==> src/rtl/flash_ctl_pkg.sv <==
package flash_ctl_pkg;

  localparam logic [7:0] OFF_CTRL = 8'h00;
  localparam logic [7:0] OFF_CLR  = 8'h04;
  localparam logic [7:0] OFF_SET  = 8'h08;
  localparam logic [7:0] OFF_KEY  = 8'h10;
  localparam logic [7:0] OFF_ROW  = 8'h20;
  localparam logic [7:0] OFF_SRC  = 8'h40;

  localparam int BIT_GO  = 15;
  localparam int BIT_WEN = 14;
  localparam int BIT_ERR = 13;
  localparam int BIT_LVD = 11;

  localparam logic [31:0] KEY_FIRST  = 32'hAA99_6655;
  localparam logic [31:0] KEY_SECOND = 32'h5566_99AA;
  localparam logic [3:0]  OP_ROW_PROG = 4'b0011;

  typedef enum logic [1:0] {
    UL_IDLE  = 2'd0,
    UL_HALF  = 2'd1,
    UL_ARMED = 2'd2
  } unlock_e;

  typedef struct packed {
    logic       wen;
    logic [3:0] op;
  } cfg_t;

  function automatic cfg_t cfg_from_word(input logic [31:0] w);
    cfg_t c;
    c.wen = w[BIT_WEN];
    c.op  = w[3:0];
    return c;
  endfunction

  function automatic cfg_t cfg_clear(input cfg_t c, input logic [31:0] m);
    cfg_t r;
    r.wen = c.wen & ~m[BIT_WEN];
    r.op  = c.op  & ~m[3:0];
    return r;
  endfunction

  function automatic cfg_t cfg_set(input cfg_t c, input logic [31:0] m);
    cfg_t r;
    r.wen = c.wen | m[BIT_WEN];
    r.op  = c.op  | m[3:0];
    return r;
  endfunction

  function automatic logic op_runnable(input cfg_t c);
    return c.wen && (c.op == OP_ROW_PROG);
  endfunction

  function automatic logic [31:0] ctrl_word(input logic go, input cfg_t c,
                                            input logic err, input logic lvd);
    logic [31:0] w;
    w = '0;
    w[BIT_GO]  = go;
    w[BIT_WEN] = c.wen;
    w[BIT_ERR] = err;
    w[BIT_LVD] = lvd;
    w[3:0]     = c.op;
    return w;
  endfunction

endpackage

==> src/rtl/flash_unlock_fsm.sv <==
module flash_unlock_fsm
  import flash_ctl_pkg::*;
(
  input  logic        clk,
  input  logic        rst_n,
  input  logic        wr_any,
  input  logic        wr_key,
  input  logic [31:0] wr_data,
  input  logic        lvd_active,
  output logic        armed
);

  unlock_e state_q, state_d;

  always_comb begin
    state_d = state_q;
    if (wr_any) begin
      if (wr_key && !lvd_active && wr_data == KEY_FIRST)
        state_d = UL_HALF;
      else if (wr_key && !lvd_active && state_q == UL_HALF && wr_data == KEY_SECOND)
        state_d = UL_ARMED;
      else
        state_d = UL_IDLE;
    end
  end

  always_ff @(posedge clk or negedge rst_n) begin
    if (!rst_n) state_q <= UL_IDLE;
    else        state_q <= state_d;
  end

  assign armed = (state_q == UL_ARMED);

  AST_ARM_NEEDS_SECOND_KEY: assert property (@(posedge clk) disable iff (!rst_n)
    $rose(armed) |-> $past(wr_key && wr_data == KEY_SECOND));

  AST_LVD_BLOCKS_ARM: assert property (@(posedge clk) disable iff (!rst_n)
    (wr_any && lvd_active) |=> !armed);

endmodule

==> src/rtl/flash_settle_timer.sv <==
module flash_settle_timer #(
  parameter int CYCLES = 12
) (
  input  logic clk,
  input  logic rst_n,
  input  logic trigger,
  output logic active
);

  localparam int CW = $clog2(CYCLES + 1);

  logic [CW-1:0] cnt_q;

  always_ff @(posedge clk or negedge rst_n) begin
    if (!rst_n)             cnt_q <= '0;
    else if (trigger)       cnt_q <= CW'(CYCLES);
    else if (cnt_q != '0)   cnt_q <= cnt_q - 1'b1;
  end

  assign active = (cnt_q != '0);

  AST_SETTLE_STARTS: assert property (@(posedge clk) disable iff (!rst_n)
    trigger |=> active);

  AST_SETTLE_BOUNDED: assert property (@(posedge clk) disable iff (!rst_n)
    cnt_q <= CW'(CYCLES));

endmodule

==> src/rtl/flash_op_timer.sv <==
module flash_op_timer #(
  parameter int CYCLES = 40
) (
  input  logic clk,
  input  logic rst_n,
  input  logic launch,
  output logic busy,
  output logic done
);

  localparam int CW = $clog2(CYCLES + 1);

  logic [CW-1:0] cnt_q;
  logic          busy_q;

  always_ff @(posedge clk or negedge rst_n) begin
    if (!rst_n) begin
      busy_q <= 1'b0;
      cnt_q  <= '0;
    end else if (launch && !busy_q) begin
      busy_q <= 1'b1;
      cnt_q  <= CW'(CYCLES - 1);
    end else if (busy_q) begin
      if (cnt_q == '0) busy_q <= 1'b0;
      else             cnt_q  <= cnt_q - 1'b1;
    end
  end

  assign busy = busy_q;
  assign done = busy_q && (cnt_q == '0);

  AST_BUSY_HOLDS: assert property (@(posedge clk) disable iff (!rst_n)
    (busy && !done) |=> busy);

  AST_BUSY_ENDS: assert property (@(posedge clk) disable iff (!rst_n)
    done |=> !busy);

  AST_CNT_RANGE: assert property (@(posedge clk) disable iff (!rst_n)
    busy |-> (cnt_q < CW'(CYCLES)));

endmodule

==> src/rtl/flash_ctl_regif.sv <==
module flash_ctl_regif
  import flash_ctl_pkg::*;
#(
  parameter int PROG_CYCLES = 40,
  parameter int LVD_CYCLES  = 12
) (
  input  logic        clk,
  input  logic        rst_n,
  input  logic        reg_we,
  input  logic [7:0]  reg_addr,
  input  logic [31:0] reg_wdata,
  output logic [31:0] reg_rdata,
  output logic        flash_busy
);

  logic wr_ctrl, wr_clr, wr_set, wr_key, wr_row, wr_src;
  logic start_req, start_eval, start_go, start_bad;
  logic armed, busy, op_done, lvd_active, lvd_trigger;
  cfg_t cfg_q, cfg_d;
  logic err_q;
  logic [31:0] row_q, src_q;

  assign wr_ctrl = reg_we && (reg_addr == OFF_CTRL);
  assign wr_clr  = reg_we && (reg_addr == OFF_CLR);
  assign wr_set  = reg_we && (reg_addr == OFF_SET);
  assign wr_key  = reg_we && (reg_addr == OFF_KEY);
  assign wr_row  = reg_we && (reg_addr == OFF_ROW);
  assign wr_src  = reg_we && (reg_addr == OFF_SRC);

  always_comb begin
    cfg_d = cfg_q;
    if (wr_ctrl)     cfg_d = cfg_from_word(reg_wdata);
    else if (wr_clr) cfg_d = cfg_clear(cfg_q, reg_wdata);
    else if (wr_set) cfg_d = cfg_set(cfg_q, reg_wdata);
  end

  assign start_req   = (wr_ctrl || wr_set) && reg_wdata[BIT_GO];
  assign start_eval  = start_req && armed && !busy;
  assign start_go    = start_eval && op_runnable(cfg_d);
  assign start_bad   = start_eval && !op_runnable(cfg_d);
  assign lvd_trigger = wr_ctrl && !reg_wdata[BIT_GO];

  always_ff @(posedge clk or negedge rst_n) begin
    if (!rst_n) begin
      cfg_q <= '0;
      err_q <= 1'b0;
      row_q <= '0;
      src_q <= '0;
    end else begin
      cfg_q <= cfg_d;
      if (start_bad)                         err_q <= 1'b1;
      else if (wr_clr && reg_wdata[BIT_ERR]) err_q <= 1'b0;
      if (wr_row && !busy) row_q <= reg_wdata;
      if (wr_src && !busy) src_q <= reg_wdata;
    end
  end

  flash_unlock_fsm u_unlock (
    .clk        (clk),
    .rst_n      (rst_n),
    .wr_any     (reg_we),
    .wr_key     (wr_key),
    .wr_data    (reg_wdata),
    .lvd_active (lvd_active),
    .armed      (armed)
  );

  flash_settle_timer #(.CYCLES(LVD_CYCLES)) u_settle (
    .clk     (clk),
    .rst_n   (rst_n),
    .trigger (lvd_trigger),
    .active  (lvd_active)
  );

  flash_op_timer #(.CYCLES(PROG_CYCLES)) u_optimer (
    .clk    (clk),
    .rst_n  (rst_n),
    .launch (start_go),
    .busy   (busy),
    .done   (op_done)
  );

  always_comb begin
    case (reg_addr)
      OFF_CTRL, OFF_CLR, OFF_SET: reg_rdata = ctrl_word(busy, cfg_q, err_q, lvd_active);
      OFF_ROW:                    reg_rdata = row_q;
      OFF_SRC:                    reg_rdata = src_q;
      default:                    reg_rdata = '0;
    endcase
  end

  assign flash_busy = busy;

  AST_GO_STARTS_OP: assert property (@(posedge clk) disable iff (!rst_n)
    start_go |=> busy);

  AST_UNARMED_NO_START: assert property (@(posedge clk) disable iff (!rst_n)
    (start_req && !armed && !busy) |=> !busy);

  AST_BAD_SETS_ERR: assert property (@(posedge clk) disable iff (!rst_n)
    start_bad |=> (err_q && !busy));

  AST_ROW_FROZEN: assert property (@(posedge clk) disable iff (!rst_n)
    (busy && wr_row) |=> $stable(row_q));

  AST_SRC_FROZEN: assert property (@(posedge clk) disable iff (!rst_n)
    (busy && wr_src) |=> $stable(src_q));

  AST_ERR_NO_SW_SET: assert property (@(posedge clk) disable iff (!rst_n)
    (!err_q && !start_bad) |=> !err_q);

  AST_CLR_KEEPS_BUSY: assert property (@(posedge clk) disable iff (!rst_n)
    (busy && !op_done && wr_clr) |=> busy);

endmodule

==> config.mk <==
export PLATFORM = sky130hd
export DESIGN_NAME = flash_ctl_regif
export DESIGN_NICKNAME = d
export VERILOG_FILES = /design/src/rtl/flash_ctl_pkg.sv /design/src/rtl/flash_unlock_fsm.sv /design/src/rtl/flash_settle_timer.sv /design/src/rtl/flash_op_timer.sv /design/src/rtl/flash_ctl_regif.sv
export SDC_FILE = /design/constraint.sdc
export NUM_CORES = 1
export LEC_CHECK = 0
export CAP_MARGIN = 15
export CORE_UTILIZATION = 30
export CTS_CLUSTER_SIZE = 12
export DETAILED_ROUTE_END_ITERATION = 8
export PLACE_DENSITY = 0.49
export SETUP_SLACK_MARGIN = 0.3
export SLEW_MARGIN = 20
export SYNTH_ARGS = -nofsm -noshare
export SYNTH_HDL_FRONTEND = slang
export SYNTH_SLANG_ARGS = --single-unit
==> constraint.sdc <==
create_clock -name clk -period 3 [get_ports clk]
set_clock_uncertainty 0.1 [all_clocks]
set_input_delay 0.6 -clock clk [delete_from_list [all_inputs] [get_ports clk]]
set_output_delay 0.6 -clock clk [all_outputs]
set_load 0.01 [all_outputs]
==> results of run 1 <==
==> power by group through the flow <==
stage	combinational [mW]	sequential (mW)	clock [mW]
finish	0.316	1.18	1.14
global route	0.353	1.19	1.23
CTS	0.317	1.18	1.18
detailed placement	0.310	1.20	0
global placement	0.303	1.20	0
floorplan	0.152	1.20	0
==> worst reg2reg max path, cell delays in order, from the launching register on <==
cell and delay (ns):
dfrtp_1 0.40, inv_1 0.09, ha_1 0.14, or4b_2 0.59
o21ai_0 0.33, nor4_1 0.11, xnor2_1 0.15, o21ai_1 0.08
==> logic make-up (layout without fill, tap and decap cells) <==
kind of cell | Yosys count | in the layout | share of synthesized area
AO/OA/AOI/OAI | 69 | 69 | 0.132
adder cells (fa/ha/maj) | 4 | 4 | 0.0116
multiplexers | 62 | 62 | 0.187
XOR/XNOR | 8 | 8 | 0.0163
flip-flops | 83 | 83 | 0.483
buffers and inverters | 35 | 166 | 0.0451
AND/OR/NAND/NOR | 68 | 68 | 0.125
==> sequential cells by signal, summed over array words and instances, names as in the netlist <==
| signal | cells |
|---|---|
| u_optimer.busy | 1 |
| row_q | 32 |
| err_q | 1 |
| u_optimer.cnt_q | 6 |
| cfg_q | 5 |
| u_settle.cnt_q | 4 |
| u_unlock.state_q | 2 |
| src_q | 32 |
==> layout make-up <==
cell class / instances / area (sq um) / area share
sequential: 83 / 2080 / 0.345
multi-input combinational: 211 / 2030 / 0.337
timing repair buffer: 132 / 1320 / 0.219
clock buffer: 12 / 256 / 0.0425
tap: 180 / 225 / 0.0374
inverter: 18 / 67.6 / 0.0112
clock inverter: 4 / 48.8 / 0.00809
==> Yosys cell counts, types with 7 or more instances <==
cell type | number | area, sq um
dfrtp_1 | 83 | 2080
a222oi_1 | 8 | 80.1
a22o_1 | 25 | 219
inv_1 | 18 | 67.6
o21ai_1 | 7 | 35.0
mux2_1 | 28 | 315
o21ai_0 | 7 | 35.0
nor4bb_1 | 9 | 90.1
mux2_4 | 28 | 420
buf_6 | 7 | 78.8
nor2_1 | 8 | 30.0
buf_2 | 8 | 40.0
==> worst paths after layout <==
| check | to | slack [ns] | cells after the start |
|---|---|---|---|
| min in group clk | row_q[13] | 0.39 | 2 |
| setup reg to reg | u_optimer.cnt_q[5] | 0.89 | 7 |
| hold reg to reg | row_q[13] | 0.39 | 2 |
| setup / recovery | reg_rdata[11] | 0.08 | 8 |
| max in group asynchronous | cfg_q[1] | 1.96 | 2 |
| hold / removal | row_q[18] | 0.21 | 1 |
==> layer usage <==
layer	GRT usage	routed length (um)
met3	0.0393	595
met5	0	0
met1	0.248	6030
met4	0.0556	197
met2	0.291	5780
==> metrics by stage <==
stage / instance area [sq um] / hold WS, ns
after floorplan: 4300 / 0.204
after global placement: 5440 / 0.367
after detailed placement: 5440 / 0.374
after CTS: 5950 / 0.244
after global routing: 6030 / 0.276
final: 6030 / 0.211
==> what timing repair did <==
item / 4_1_cts / 5_1_grt
cloned: 4 / 1
setup endpoints to repair: 32 / 32
setup buffers: 19 / 2
resized for setup: 190 / 9
pin swaps: 23 / 20
==> summary.txt, run 1 <==
Layout
  • N_diodes: 0
  • FILL cells: 1,289
  • Commonest cells after routing, fill and taps aside: dfrtp_1 (83), clkdlybuf4s50_1 (34), buf_4 (31), buf_2 (31)
  • Non-filler cells, final: 640
  • Final net count: 502
  • Area Overhead vs Synth: 40.2%
  • Final Util: 0.433
  • Commonest non-fill, non-tap cell in the layout: dfrtp_1
  • Share of layout cells above drive strength 1: 0.363

Placement
  • GPL Wtd Cong: 0.794
  • Placed Cells incl. Taps: 598
  • I/O Buffers: 75
  • Pre-CTS setup slack: -0.672 ns
  • DP HPWL: 8150 um

Pwr
  • Pint: 2.00 mW
  • Pwr/cell area: 438 nW/um^2
  • Total Power: 2.64 mW
  • Gate power share: 0.120
  • Reg power frac: 0.448
  • Leakage: 3.04 nW
  • Switch share: 0.242
  • VDD IR max: 0.000239 V
  • Clock network fraction of total power: 0.432
  • Sw Pwr: 638 uW

STA
  • Hold Fails Final Rpt: 0
  • Measured slew at the worst slew-check pin: 0.732 ns
  • FMAX: 343 MHz
  • Setup WS post-layout: 0.0829 ns
  • Max-slew headroom: 0.512
  • Fin crit share: 0.972
  • Setup TNS: 0 ns
  • Max-slew violation count: 0
  • Unrepaired setup endpoints after global routing: true
  • Min Clock Period, post-route: 2.92 ns
  • Setup Viol. Count Final: 0

Worst setup path
  • Kind of cell adding the most delay to the critical path: simple AND/OR/NAND/NOR gates
  • Worst path max stage delay: 0.53 ns
  • Most Frequent Cell on Critical Path: buf_6
  • Req. time, crit path: 2.30 ns
  • CP Capture Type: output port
  • Arr. time, crit path: 2.22 ns
  • Worst path cell trace: buf_6, or4_4, or3_4, a21oi_4, buf_6, a222oi_1, inv_1, buf_2
  • WP buf/inv: 4
  • CP Launch Point: reg_addr[6]
  • CP Class: in -> out
  • CP max FO: 5
  • Setup crit start kind: input port
  • Critical Path Slowest Stage Cell: or4_4
  • RR Startpoint: u_optimer.cnt_q[0]

Logic synthesis
  • Synthesized area per cell: 13.1 sq um
  • Mapped Area: 4300 sq um
  • Flops & latches, synth: 83
  • Post-synth top flop: dfrtp_1
  • Ys Warns: 0
  • Seq/Total Area, Yosys: 0.483
  • Post-Syn Nets: 376
  • Cell count after synthesis: 329
  • Post-synth EDFFs: 0
  • Asr flop ratio synth: 1.00
  • Yosys cell types: 62

Clocking
  • Root Buffer: clkbuf_16
  • Clock Latency Late Sink: 0.34 ns
  • Maximum buffer depth of the clock tree: 2
  • H-tree levels: 3
  • Clock slew at reported path FFs: 0.06 ns
  • Sink Count: 83
  • CTS buffer count: 9
  • Hold buffer count at CTS: 0
  • TritonCTS clock tree: yes

Floorplan
  • I/O pins: 76
  • Die area: 14,800 sq um
  • Chip width: 122 um
  • Die height: 122 um
  • Initial Utilization: 0.309
  • Row cnt: 43
  • Core Area: 13,900 sq um

Global routing
  • First-pass GRT wire length: 20,100 um
  • GRT Total Usage: 0.183
  • Initial antenna violation count: 0
  • Number of global-route vias before repair: 3,461
  • Largest net degree at the start of global routing: 54
  • Remaining global-route overflow: 0

Flow run
  • Max Cap Violations: 0

Route
  • Router iterations before antenna repair: 4
  • Final WL: 12,600 um
  • Wire per inst: 19.7 um
  • Vias/cell: 5.09
  • Post-route DRC violation count: 0
  • Vias: 3,256
  • Detail Route Antenna Nets: 0
  • Initial drt markers: 189

Outcome
  • Outcome: finished, final reports clean

Worst hold path
  • Worst Hold Class: in -> async
Note: power is estimated with default switching activity, not from simulation.
==> run 2: changes to the inputs <==
--- a/config.mk
+++ b/config.mk
@@ -7,7 +7,7 @@
 export LEC_CHECK = 0
 export CAP_MARGIN = 15
 export CORE_UTILIZATION = 30
-export CTS_CLUSTER_SIZE = 12
+export CTS_CLUSTER_SIZE = 20
 export DETAILED_ROUTE_END_ITERATION = 8
 export PLACE_DENSITY = 0.49
 export SETUP_SLACK_MARGIN = 0.3
==> results of run 2 <==
Same layout as run 1: the final DEF is identical, and so are final timing and power.
